File: src/rtl/gpio_pkg.sv
package gpio_pkg;
  localparam int NPORT  = 3;
  localparam int PW     = 8;
  localparam int PSEL_W = 2;
  localparam int RSEL_W = 3;
  localparam int AW     = PSEL_W + RSEL_W;
  localparam int NPIN   = NPORT * PW;

  typedef enum logic [RSEL_W-1:0] {
    REG_DATA   = 3'd0,
    REG_DIR    = 3'd1,
    REG_SEL    = 3'd2,
    REG_INMODE = 3'd3,
    REG_MASK   = 3'd4,
    REG_EDGE   = 3'd5,
    REG_PEND   = 3'd6
  } reg_e;

  function automatic logic [PW-1:0] used_mask(int p);
    return (p == 2) ? 8'h1F : 8'hFF;
  endfunction

  function automatic logic [PW-1:0] pull_mask(int p);
    return (p == 1) ? (used_mask(p) & 8'hFC) : used_mask(p);
  endfunction
endpackage

File: src/rtl/gpio_sync.sv
module gpio_sync #(
  parameter int W = 8
) (
  input  logic         clk_i,
  input  logic         rst_ni,
  input  logic [W-1:0] d_i,
  output logic [W-1:0] q_o
);
  logic [W-1:0] s1_q, s2_q;

  always_ff @(posedge clk_i or negedge rst_ni) begin
    if (!rst_ni) begin
      s1_q <= '0;
      s2_q <= '0;
    end else begin
      s1_q <= d_i;
      s2_q <= s1_q;
    end
  end

  assign q_o = s2_q;
endmodule

File: src/rtl/gpio_irq.sv
module gpio_irq #(
  parameter int          W    = 8,
  parameter logic [W-1:0] USED = '1
) (
  input  logic         clk_i,
  input  logic         rst_ni,
  input  logic [W-1:0] lvl_i,
  input  logic         fall_i,
  input  logic [W-1:0] mask_i,
  input  logic [W-1:0] clr_i,
  output logic [W-1:0] pend_o,
  output logic         irq_o
);
  logic [W-1:0] prev_q, pend_q, evt;

  always_comb begin
    if (fall_i) evt = prev_q & ~lvl_i & USED;
    else        evt = ~prev_q & lvl_i & USED;
  end

  always_ff @(posedge clk_i or negedge rst_ni) begin
    if (!rst_ni) begin
      prev_q <= '0;
      pend_q <= '0;
    end else begin
      prev_q <= lvl_i;
      // a new edge wins over a same-cycle clear
      pend_q <= (pend_q & ~clr_i) | evt;
    end
  end

  assign pend_o = pend_q;
  assign irq_o  = |(pend_q & mask_i);


  pend_rise_chk: assert property (@(posedge clk_i) disable iff (!rst_ni)
    1'b1 |=> ((pend_q & ~$past(pend_q) & ~$past(evt)) == '0));


  pend_fall_chk: assert property (@(posedge clk_i) disable iff (!rst_ni)
    1'b1 |=> (($past(pend_q) & ~pend_q & ~$past(clr_i)) == '0));


  irq_rise_chk: assert property (@(posedge clk_i) disable iff (!rst_ni)
    $rose(irq_o) |-> ($past(|evt) || !$stable(mask_i)));
endmodule

File: src/rtl/gpio_port.sv
module gpio_port
  import gpio_pkg::*;
#(
  parameter int           W        = 8,
  parameter logic [W-1:0] USED     = '1,
  parameter logic [W-1:0] PULLABLE = '1
) (
  input  logic         clk_i,
  input  logic         rst_ni,
  input  logic         we_i,
  input  reg_e         reg_i,
  input  logic [W-1:0] wdata_i,
  input  logic         rmw_i,
  output logic [W-1:0] rdata_o,
  input  logic         hold_i,
  input  logic [W-1:0] pin_i,
  input  logic [W-1:0] periph_out_i,
  input  logic [W-1:0] periph_oe_i,
  output logic [W-1:0] pad_out_o,
  output logic [W-1:0] pad_oe_o,
  output logic [W-1:0] pull_en_o,
  output logic         irq_o
);
  logic [W-1:0] data_q, dir_q, sel_q, inmode_q, mask_q;
  logic         fall_q;
  logic [W-1:0] pin_s, pend, clr;
  logic [W-1:0] eff_out, eff_oe, snap_out_q, snap_oe_q;

  gpio_sync #(.W(W)) i_sync (
    .clk_i (clk_i),
    .rst_ni(rst_ni),
    .d_i   (pin_i),
    .q_o   (pin_s)
  );

  always_ff @(posedge clk_i or negedge rst_ni) begin
    if (!rst_ni) begin
      data_q   <= '0;
      dir_q    <= '0;
      sel_q    <= '0;
      inmode_q <= '0;
      mask_q   <= '0;
      fall_q   <= 1'b0;
    end else if (we_i) begin
      case (reg_i)
        REG_DATA:   data_q   <= wdata_i & USED;
        REG_DIR:    dir_q    <= wdata_i & USED;
        REG_SEL:    sel_q    <= wdata_i & USED;
        REG_INMODE: inmode_q <= wdata_i & USED;
        REG_MASK:   mask_q   <= wdata_i & USED;
        REG_EDGE:   fall_q   <= wdata_i[0];
        default: ;
      endcase
    end
  end

  assign clr = (we_i && reg_i == REG_PEND) ? (wdata_i & USED) : '0;

  gpio_irq #(.W(W), .USED(USED)) i_irq (
    .clk_i (clk_i),
    .rst_ni(rst_ni),
    .lvl_i (pin_s),
    .fall_i(fall_q),
    .mask_i(mask_q),
    .clr_i (clr),
    .pend_o(pend),
    .irq_o (irq_o)
  );

  always_comb begin
    case (reg_i)
      REG_DATA:   rdata_o = (rmw_i ? data_q : pin_s) & USED;
      REG_DIR:    rdata_o = dir_q;
      REG_SEL:    rdata_o = sel_q;
      REG_INMODE: rdata_o = inmode_q;
      REG_MASK:   rdata_o = mask_q;
      REG_EDGE:   rdata_o = {{(W-1){1'b0}}, fall_q};
      REG_PEND:   rdata_o = pend;
      default:    rdata_o = '0;
    endcase
  end

  assign eff_out = ((sel_q & periph_out_i) | (~sel_q & data_q)) & USED;
  assign eff_oe  = ((sel_q & periph_oe_i)  | (~sel_q & dir_q))  & USED;

  // snapshot tracks live drive until hold freezes it
  always_ff @(posedge clk_i or negedge rst_ni) begin
    if (!rst_ni) begin
      snap_out_q <= '0;
      snap_oe_q  <= '0;
    end else if (!hold_i) begin
      snap_out_q <= eff_out;
      snap_oe_q  <= eff_oe;
    end
  end

  assign pad_out_o = hold_i ? snap_out_q : eff_out;
  assign pad_oe_o  = hold_i ? snap_oe_q  : eff_oe;
  assign pull_en_o = ~inmode_q & ~pad_oe_o & PULLABLE;


  hold_stable_chk: assert property (@(posedge clk_i) disable iff (!rst_ni)
    (hold_i && $past(hold_i)) |-> ($stable(pad_oe_o) && $stable(pad_out_o)));
endmodule

File: src/rtl/gpio_port_ctrl.sv
module gpio_port_ctrl
  import gpio_pkg::*;
(
  input  logic            clk_i,
  input  logic            rst_ni,
  input  logic [AW-1:0]   bus_addr_i,
  input  logic            bus_we_i,
  input  logic            bus_rmw_i,
  input  logic [PW-1:0]   bus_wdata_i,
  output logic [PW-1:0]   bus_rdata_o,
  input  logic            hold_i,
  input  logic [NPIN-1:0] pad_in_i,
  input  logic [NPIN-1:0] periph_out_i,
  input  logic [NPIN-1:0] periph_oe_i,
  output logic [NPIN-1:0] pad_out_o,
  output logic [NPIN-1:0] pad_oe_o,
  output logic [NPIN-1:0] pad_pull_en_o,
  output logic [NPORT-1:0] irq_o,
  output logic            wake_o
);
  localparam int NSLOT = 2 ** PSEL_W;

  logic [PSEL_W-1:0] port_sel;
  reg_e              reg_sel;
  logic [PW-1:0]     rd_arr [NSLOT];

  assign port_sel = bus_addr_i[AW-1:RSEL_W];
  assign reg_sel  = reg_e'(bus_addr_i[RSEL_W-1:0]);

  for (genvar p = 0; p < NSLOT; p++) begin : g_port
    if (p < NPORT) begin : g_inst
      gpio_port #(
        .W       (PW),
        .USED    (used_mask(p)),
        .PULLABLE(pull_mask(p))
      ) i_port (
        .clk_i       (clk_i),
        .rst_ni      (rst_ni),
        .we_i        (bus_we_i && port_sel == PSEL_W'(p)),
        .reg_i       (reg_sel),
        .wdata_i     (bus_wdata_i),
        .rmw_i       (bus_rmw_i),
        .rdata_o     (rd_arr[p]),
        .hold_i      (hold_i),
        .pin_i       (pad_in_i[p*PW +: PW]),
        .periph_out_i(periph_out_i[p*PW +: PW]),
        .periph_oe_i (periph_oe_i[p*PW +: PW]),
        .pad_out_o   (pad_out_o[p*PW +: PW]),
        .pad_oe_o    (pad_oe_o[p*PW +: PW]),
        .pull_en_o   (pad_pull_en_o[p*PW +: PW]),
        .irq_o       (irq_o[p])
      );
    end else begin : g_empty
      assign rd_arr[p] = '0;
    end
  end

  assign bus_rdata_o = rd_arr[port_sel];
  assign wake_o      = |irq_o;


  always_comb begin
    if (rst_ni && port_sel == 2'd2)
      p2_upper_zero_chk: assert ((bus_rdata_o & ~used_mask(2)) == '0);
  end
endmodule

File: config.mk
export PLATFORM = sky130hd
export DESIGN_NAME = gpio_port_ctrl
export DESIGN_NICKNAME = d
export VERILOG_FILES = /design/src/rtl/gpio_pkg.sv /design/src/rtl/gpio_sync.sv /design/src/rtl/gpio_irq.sv /design/src/rtl/gpio_port.sv /design/src/rtl/gpio_port_ctrl.sv
export SDC_FILE = /design/constraint.sdc
export NUM_CORES = 1
export LEC_CHECK = 0
export ABC_AREA = 1
export BUFFER_PORTS_ARGS = -buffer_cell sky130_fd_sc_hd__buf_2
export CORE_ASPECT_RATIO = 0.75
export CORE_MARGIN = 2
export CORE_UTILIZATION = 40
export CTS_CLUSTER_DIAMETER = 50
export DETAILED_ROUTE_END_ITERATION = 10
export PLACE_DENSITY_LB_ADDON = 0.1
export SYNTH_ARGS = -nofsm -noshare
export SYNTH_HDL_FRONTEND = slang
export SYNTH_SLANG_ARGS = --single-unit
File: constraint.sdc
create_clock -name clk_i -period 3.01 [get_ports clk_i]
set_input_delay 0.1505 -clock clk_i [delete_from_list [all_inputs] [get_ports clk_i]]
set_output_delay 0.1505 -clock clk_i [all_outputs]
set_load 0.03 [all_outputs]
Yosys cells after proc, flatten, opt, wreduce, memory -nomap -nowiden

Index checks and enable logic that the tools add are counted.

Register bits after elaboration: 243
Bits of input ports: 90
Output and inout port bits: 84
Logic and storage cells: 151

Order comparisons: 1
Equality and inequality tests: 8
Mux-type cells: 21
Bitwise logic cells: 55
Reductions and logical operators: 30

Operators by type and width:

| kind                                                            | count |
|---|---|
| 8-bit case mux with 7 select lines                              | 3 |
| 8-bit bitwise AND                                               | 19 |
| 8-bit 2-to-1 mux                                                | 14 |
| 8-bit inverter                                                  | 13 |
| 8-bit bitwise OR                                                | 6 |
| 2-bit AND reduction                                             | 18 |
| 5-bit bitwise AND                                               | 7 |
| 5-bit inverter                                                  | 5 |
| 24-bit OR reduction                                             | 1 |
| 8-bit OR reduction                                              | 3 |
| 8-bit binary-select mux with 2-bit select                       | 1 |
| 5-bit 2-to-1 mux                                                | 3 |
| 5-bit bitwise OR                                                | 2 |
| 3-bit == test, second input constant                            | 3 |
| 8-bit by 5-bit bitwise AND with 8-bit output                    | 1 |
| 8-bit by 5-bit bitwise OR with 8-bit output                     | 1 |
| 3-bit by 2-bit == test with 1-bit output, second input constant | 2 |
| 1-bit logical AND                                               | 6 |
| 3-bit by 1-bit == test with 1-bit output, second input constant | 1 |
| 3-bit greater-or-equal comparator, second input constant        | 1 |
| 3-bit zero test                                                 | 1 |
| 2-bit inverter with 3-bit output                                | 1 |
| 2-bit by 1-bit == test with 1-bit output, second input constant | 1 |
| 2-bit == test, second input constant                            | 1 |
| 2-bit zero test                                                 | 1 |

Depth between registers and ports, before layout

Word-level depth: 7
Depth in mapped cells: 11
Gate-level depth less buffers: 9

Hierarchy

A second synthesis with hierarchy kept.

Cells, all modules: 1416
Area total of the unflattened synthesis: 11628.7 um2

Modules (own cells, without submodules):

| module                                        | times used | cells an instance | area an instance (um2) | seq. area each (um2) |
|---|---|---|---|---|
| gpio_port at g_port[0].g_inst.i_port ...      | 2          | 396               | 2997.9                 | 1426.4 |
| gpio_port at g_port[2].g_inst.i_port          | 1          | 284               | 2248.4                 | 1051.0 |
| gpio_irq at g_port[0].g_inst.i_port.i_irq ... | 2          | 89                | 704.4                  | 400.4 |
| gpio_sync                                     | 3          | 16                | 400.4                  | 400.4 |
| gpio_irq at g_port[2].g_inst.i_port.i_irq     | 1          | 70                | 551.8                  | 325.3 |
| gpio_port_ctrl                                | 1          | 44                | 222.7                  | 0.0 |

Least setup slack after synthesis

OpenSTA, ideal clock, no wires.

Path type: reg-to-output
From: reg g_port[1].g_inst.i_port.sel_q[5]
To: out pad_pull_en_o[13]
Data arrival time: 1656 ps
Required time: 2859 ps
Setup slack: 1204 ps
Cell stages (with the launch flop): 5
Path buffers: 0
Cells stage by stage: dfrtp_1 inv_1 o21ai_0 o21ai_0 nor2_1

Cells in the longest elaborated chain, start to end: 6
Elaborated cells on any way between the ends: 7
Classes of those cells: mux: 1; bitwise: 6

RTL lines:

| element                  | RTL line             | RTL |
|---|---|---|
| start: declaration       | gpio_port.sv:24      | `logic [W-1:0] data_q, dir_q, sel_q, inmode_q, mask_q;` |
| start signal: assignment | gpio_port.sv:48      | `REG_SEL: sel_q <= wdata_i & USED;` |
| 8-bit inverter           | gpio_port.sv:84      | `assign eff_oe = ((sel_q & periph_oe_i) \| (~sel_q & dir_q)) & USED;` |
| 8-bit bitwise AND        | gpio_port.sv:84      |  |
| 8-bit bitwise OR *       | gpio_port.sv:84      |  |
| 8-bit 2-to-1 mux *       | gpio_port.sv:98      | `assign pad_oe_o = hold_i ? snap_oe_q : eff_oe;` |
| named net pad_oe_o[13]   | gpio_port_ctrl.sv:16 | `output logic [NPIN-1:0] pad_oe_o,` |
| 8-bit inverter *         | gpio_port.sv:99      | `assign pull_en_o = ~inmode_q & ~pad_oe_o & PULLABLE;` |
| 8-bit bitwise AND *      | gpio_port.sv:99      |  |
| end: declaration         | gpio_port_ctrl.sv:17 | `output logic [NPIN-1:0] pad_pull_en_o,` |

Mark *: on every way through the listed nets, which the timed path passes. The rest lies on a longest branch.

Worst setup path in the final report

From: in bus_addr_i[1]
To: out bus_rdata_o[2]

Cells in the longest elaborated chain, start to end: 5
Elaborated cells on any way between the ends: 13
Classes of those cells: eq/ne: 6; mux: 6; reduce/logical: 1

RTL lines:

| element                                                | RTL line             | RTL |
|---|---|---|
| start: declaration                                     | gpio_port_ctrl.sv:6  | `input logic [AW-1:0] bus_addr_i,` |
| 3-bit == test (tied with other cells)                  | gpio_port.sv:71      | `case (reg_i)` |
| 8-bit case mux with 7 select lines                     | gpio_port.sv:71      |  |
| 8-bit binary-select mux with 2-bit select *            | gpio_port_ctrl.sv:58 | `assign bus_rdata_o = rd_arr[port_sel];` |
| 8-bit 2-to-1 mux (not written as such) * (2 in series) | gpio_port_ctrl.sv:58 |  |
| end: declaration                                       | gpio_port_ctrl.sv:10 | `output logic [PW-1:0] bus_rdata_o,` |

Mark *: on every way between the ends. The rest lies on a longest branch, timed or not. The select of a mux whose other input is x is not followed.

==> results.json <==
{
  "status": "finished clean",
  "syn_area_mm2": 0.01052,
  "setup_viol": 0,
  "antenna_found_initial": 1,
  "ctsResizeCount": 0,
  "htreeDepth": 1,
  "reg2reg_depth": 4,
  "final_cell_mix": "376 x nand2_1, 240 x dfrtp_1, 169 x o21ai_0",
  "busiest_layer": "met1",
  "postSynthAreaPerCell_um2": 8.421,
  "grt_pass1_vias": 8077,
  "drive_gt1_share_pct": 16.26,
  "dr.pass1.iters": 5,
  "io_pins": 174,
  "worst_ep_arrival_time_ps": 1960,
  "row_count": 51,
  "rr_endpoint": "g_port[0].g_inst.i_port.i_irq.pend_o[7]",
  "dp.cells": 1711,
  "numClockSinks": 240,
  "grt_pass1_wl_um": 48600,
  "power.leakage_nw": 6.456,
  "yosysWarningCount": 0,
  "coreArea_mm2": 0.02591,
  "clk_pin_slew_ps": 60,
  "criticalPathCategory": "in -> out",
  "io_buffers": 159,
  "cts_root_buffer": "clkbuf_16",
  "area_growth_pct": 25.22,
  "stdcell_count": 1821,
  "die_h_um": 144.4,
  "use_met1_pct": 39.43,
  "reg2reg_slack_ps": 1680,
  "synth_cell_types": 28,
  "final_common_cell": "nand2_1",
  "cp_data_required_time_ps": 2860,
  "grtUsageMet3_pct": 3.082,
  "dp_hpwl_um": 22690,
  "dieArea_mm2": 0.02762,
  "dr.first_iter.drc_count": 769,
  "fmax_mhz": 473.4,
  "period_minus_slack_ps": 2113,
  "grt_setup_unrepaired": "false",
  "holdPathStages": 3,
  "drv_cap": 0,
  "finalCritPeriodShare_pct": 70.19,
  "clock_skew_ps": 5.849,
  "grtUsageMet2_pct": 30.31,
  "finalHoldViolations": 0,
  "hold-path-endpoint": "g_port[1].g_inst.i_port.snap_oe_q[5]",
  "gp_congestion": 0.9152,
  "crit_path_max_fanout": 19,
  "routed_wl_um": 32160,
  "vdd_drop_max_uv": 418.9,
  "cts_buffers": 29,
  "drc": 0,
  "cp-start-kind": "input pin",
  "hold_class": "in -> reg",
  "cts_tree": "built",
  "final_max_slew_viol_count": 0,
  "cts_buffer_depth": 3,
  "tns_ps": 0,
  "initial_core_util_pct": 40.60,
  "slew_headroom_pct": 45.53,
  "vias": 9024,
  "die_w_um": 191.2,
  "grt_max_degree": 104,
  "track_usage_pct": 23.19,
  "clock_latency_ps": 530,
  "fin_nets": 1546,
  "synth_cells": 1249,
  "ys_seq_area_share_pct": 57.10,
  "power_density_mw_per_mm2": 713.2,
  "regToRegStartpoint": "g_port[0].g_inst.i_port.fall_q",
  "wl_per_cell_um": 17.66,
  "grt_overflow": 0,
  "min_from": "periph_oe_i[13]",
  "power_mw": 9.393,
  "synth.area.top_cells": "dfrtp_1 57%, nand2_1 13%, o21ai_0 8.0%",
  "end_kind": "primary output",
  "ys_ff_latch": 240,
  "worst_pin_slew_ps": 816.1,
  "synth_top_area_cell": "dfrtp_1",
  "antenna_left": 0,
  "viasPerCell": 4.956,
  "netlist.area_leader.share_pct": 57.10,
  "postCtsSetupRepairBufs": 0
}
-- final cells by class --
class / instances / area [um2]
Antenna cell: 1 / 2.502
Inverter: 92 / 345.3
Timing Repair Buffer: 230 / 1509
Multi-Input combinational cell: 863 / 3901
Clock buffer: 36 / 772.0
Sequential cell: 240 / 6006
Tap cell: 344 / 430.4
Fill cell: 2482 / 12740
Clock inverter: 15 / 203.9
-- routing by layer --
metal  part of all wire, %  wire length, um
met4                   1.8              586
met5                     0                0
met1                    54            17220
met2                    38            12180
met3                   6.8             2177
-- flip-flops by register name, indices dropped and copies added (netlist names) --
signal,count
g_port.g_inst.i_port.mask_q,21
g_port.g_inst.i_port.i_irq.prev_q,21
g_port.g_inst.i_port.sel_q,21
g_port.g_inst.i_port.dir_q,21
g_port.g_inst.i_port.i_irq.pend_o,21
g_port.g_inst.i_port.snap_oe_q,24
g_port.g_inst.i_port.data_q,21
g_port.g_inst.i_port.snap_out_q,24
g_port.g_inst.i_port.i_sync.q_o,21
g_port.g_inst.i_port.fall_q,3
g_port.g_inst.i_port.inmode_q,21
g_port.g_inst.i_port.i_sync.s1_q,21
-- worst max-delay path, cell delays in order --
cell	delay [ps]
buf_2	220
buf_4	230
nor2_8	150
nand2_1	190
inv_2	280
nand2_1	80
nand2_1	80
nor2_1	40
nand2_1	140
nand3_1	100
nand2_1	90
buf_2	200
-- per-stage QoR --
| step | setup WS [ps] | hold slack [ps] | instance area, um2 | utilization (%) |
|---|---|---|---|---|
| after global placement | 897.4 | 259.7 | 11610 | 44.82 |
| final | 897.4 | 31.91 | 13170 | 50.84 |
| after global routing | 760.7 | 62.87 | 13170 | 50.84 |
| after floorplan | 1204 | -145.1 | 10530 | - |
| after detailed placement | 896.9 | 259.8 | 11610 | 44.82 |
| after CTS | 893.7 | 12.05 | 13170 | 50.83 |
-- where the power goes --
| group | total (mW) | switching (mW) | leakage [nW] | internal, mW |
|---|---|---|---|---|
| clock | 3.54 | 1.37 | 0.478 | 2.17 |
| sequential | 4.03 | 0.373 | 2.89 | 3.66 |
| combinational | 1.82 | 1.26 | 3.09 | 0.564 |
| total | 9.39 | 3.00 | 6.46 | 6.39 |
-- kinds of logic after synthesis --
| logic type | count (synthesis) | share of synthesized area (%) |
|---|---|---|
| simple gates | 593 | 23.53 |
| flops | 240 | 57.10 |
| compound gates | 265 | 13.38 |
| other cells | 1 | 0.03565 |
| buf+inv | 150 | 5.948 |
-- synth_stat cells --
cell type,number
nor2_8,1
nor2_4,1
inv_2,6
a21oi_1,59
buf_4,12
a31oi_1,11
conb_1,1
dfrtp_1,240
nor3_4,3
o21ai_0,169
clkbuf_1,29
nor2_2,2
nand2_1,376
buf_2,14
o211ai_1,21
nand3_1,34
a22o_1,4
o21ai_1,1
nand3_2,1
nor3_1,10
nand2_2,2
clkinv_1,4
nand4_1,29
nand2_4,5
nor3_2,1
inv_1,82
nor2_1,128
buf_1,3
-- what timing repair did --
action                                  4_1_cts  5_1_grt
endpoints found under the setup margin        0        0
hold buffers                                 58        0
endpoints found under the hold margin       162        0
-- how the worst max path moves through the flow --
| stage | startpoint | end | slack, ps | depth (start not counted) |
|---|---|---|---|---|
| 2_1_floorplan | g_port[1].g_inst.i_port.sel_q[5] | pad_pull_en_o[13] | 1200 | 4 |
| 3_3_place_gp | bus_addr_i[1] | bus_rdata_o[2] | 900 | 12 |
| 3_5_place_dp | bus_addr_i[1] | bus_rdata_o[2] | 900 | 12 |
| 4_1_cts | bus_addr_i[1] | bus_rdata_o[2] | 890 | 12 |
| 5_1_grt | bus_addr_i[2] | bus_rdata_o[0] | 760 | 11 |
| 6_report | bus_addr_i[1] | bus_rdata_o[2] | 900 | 12 |
No activity file was read; power rests on OpenSTA's default activity.
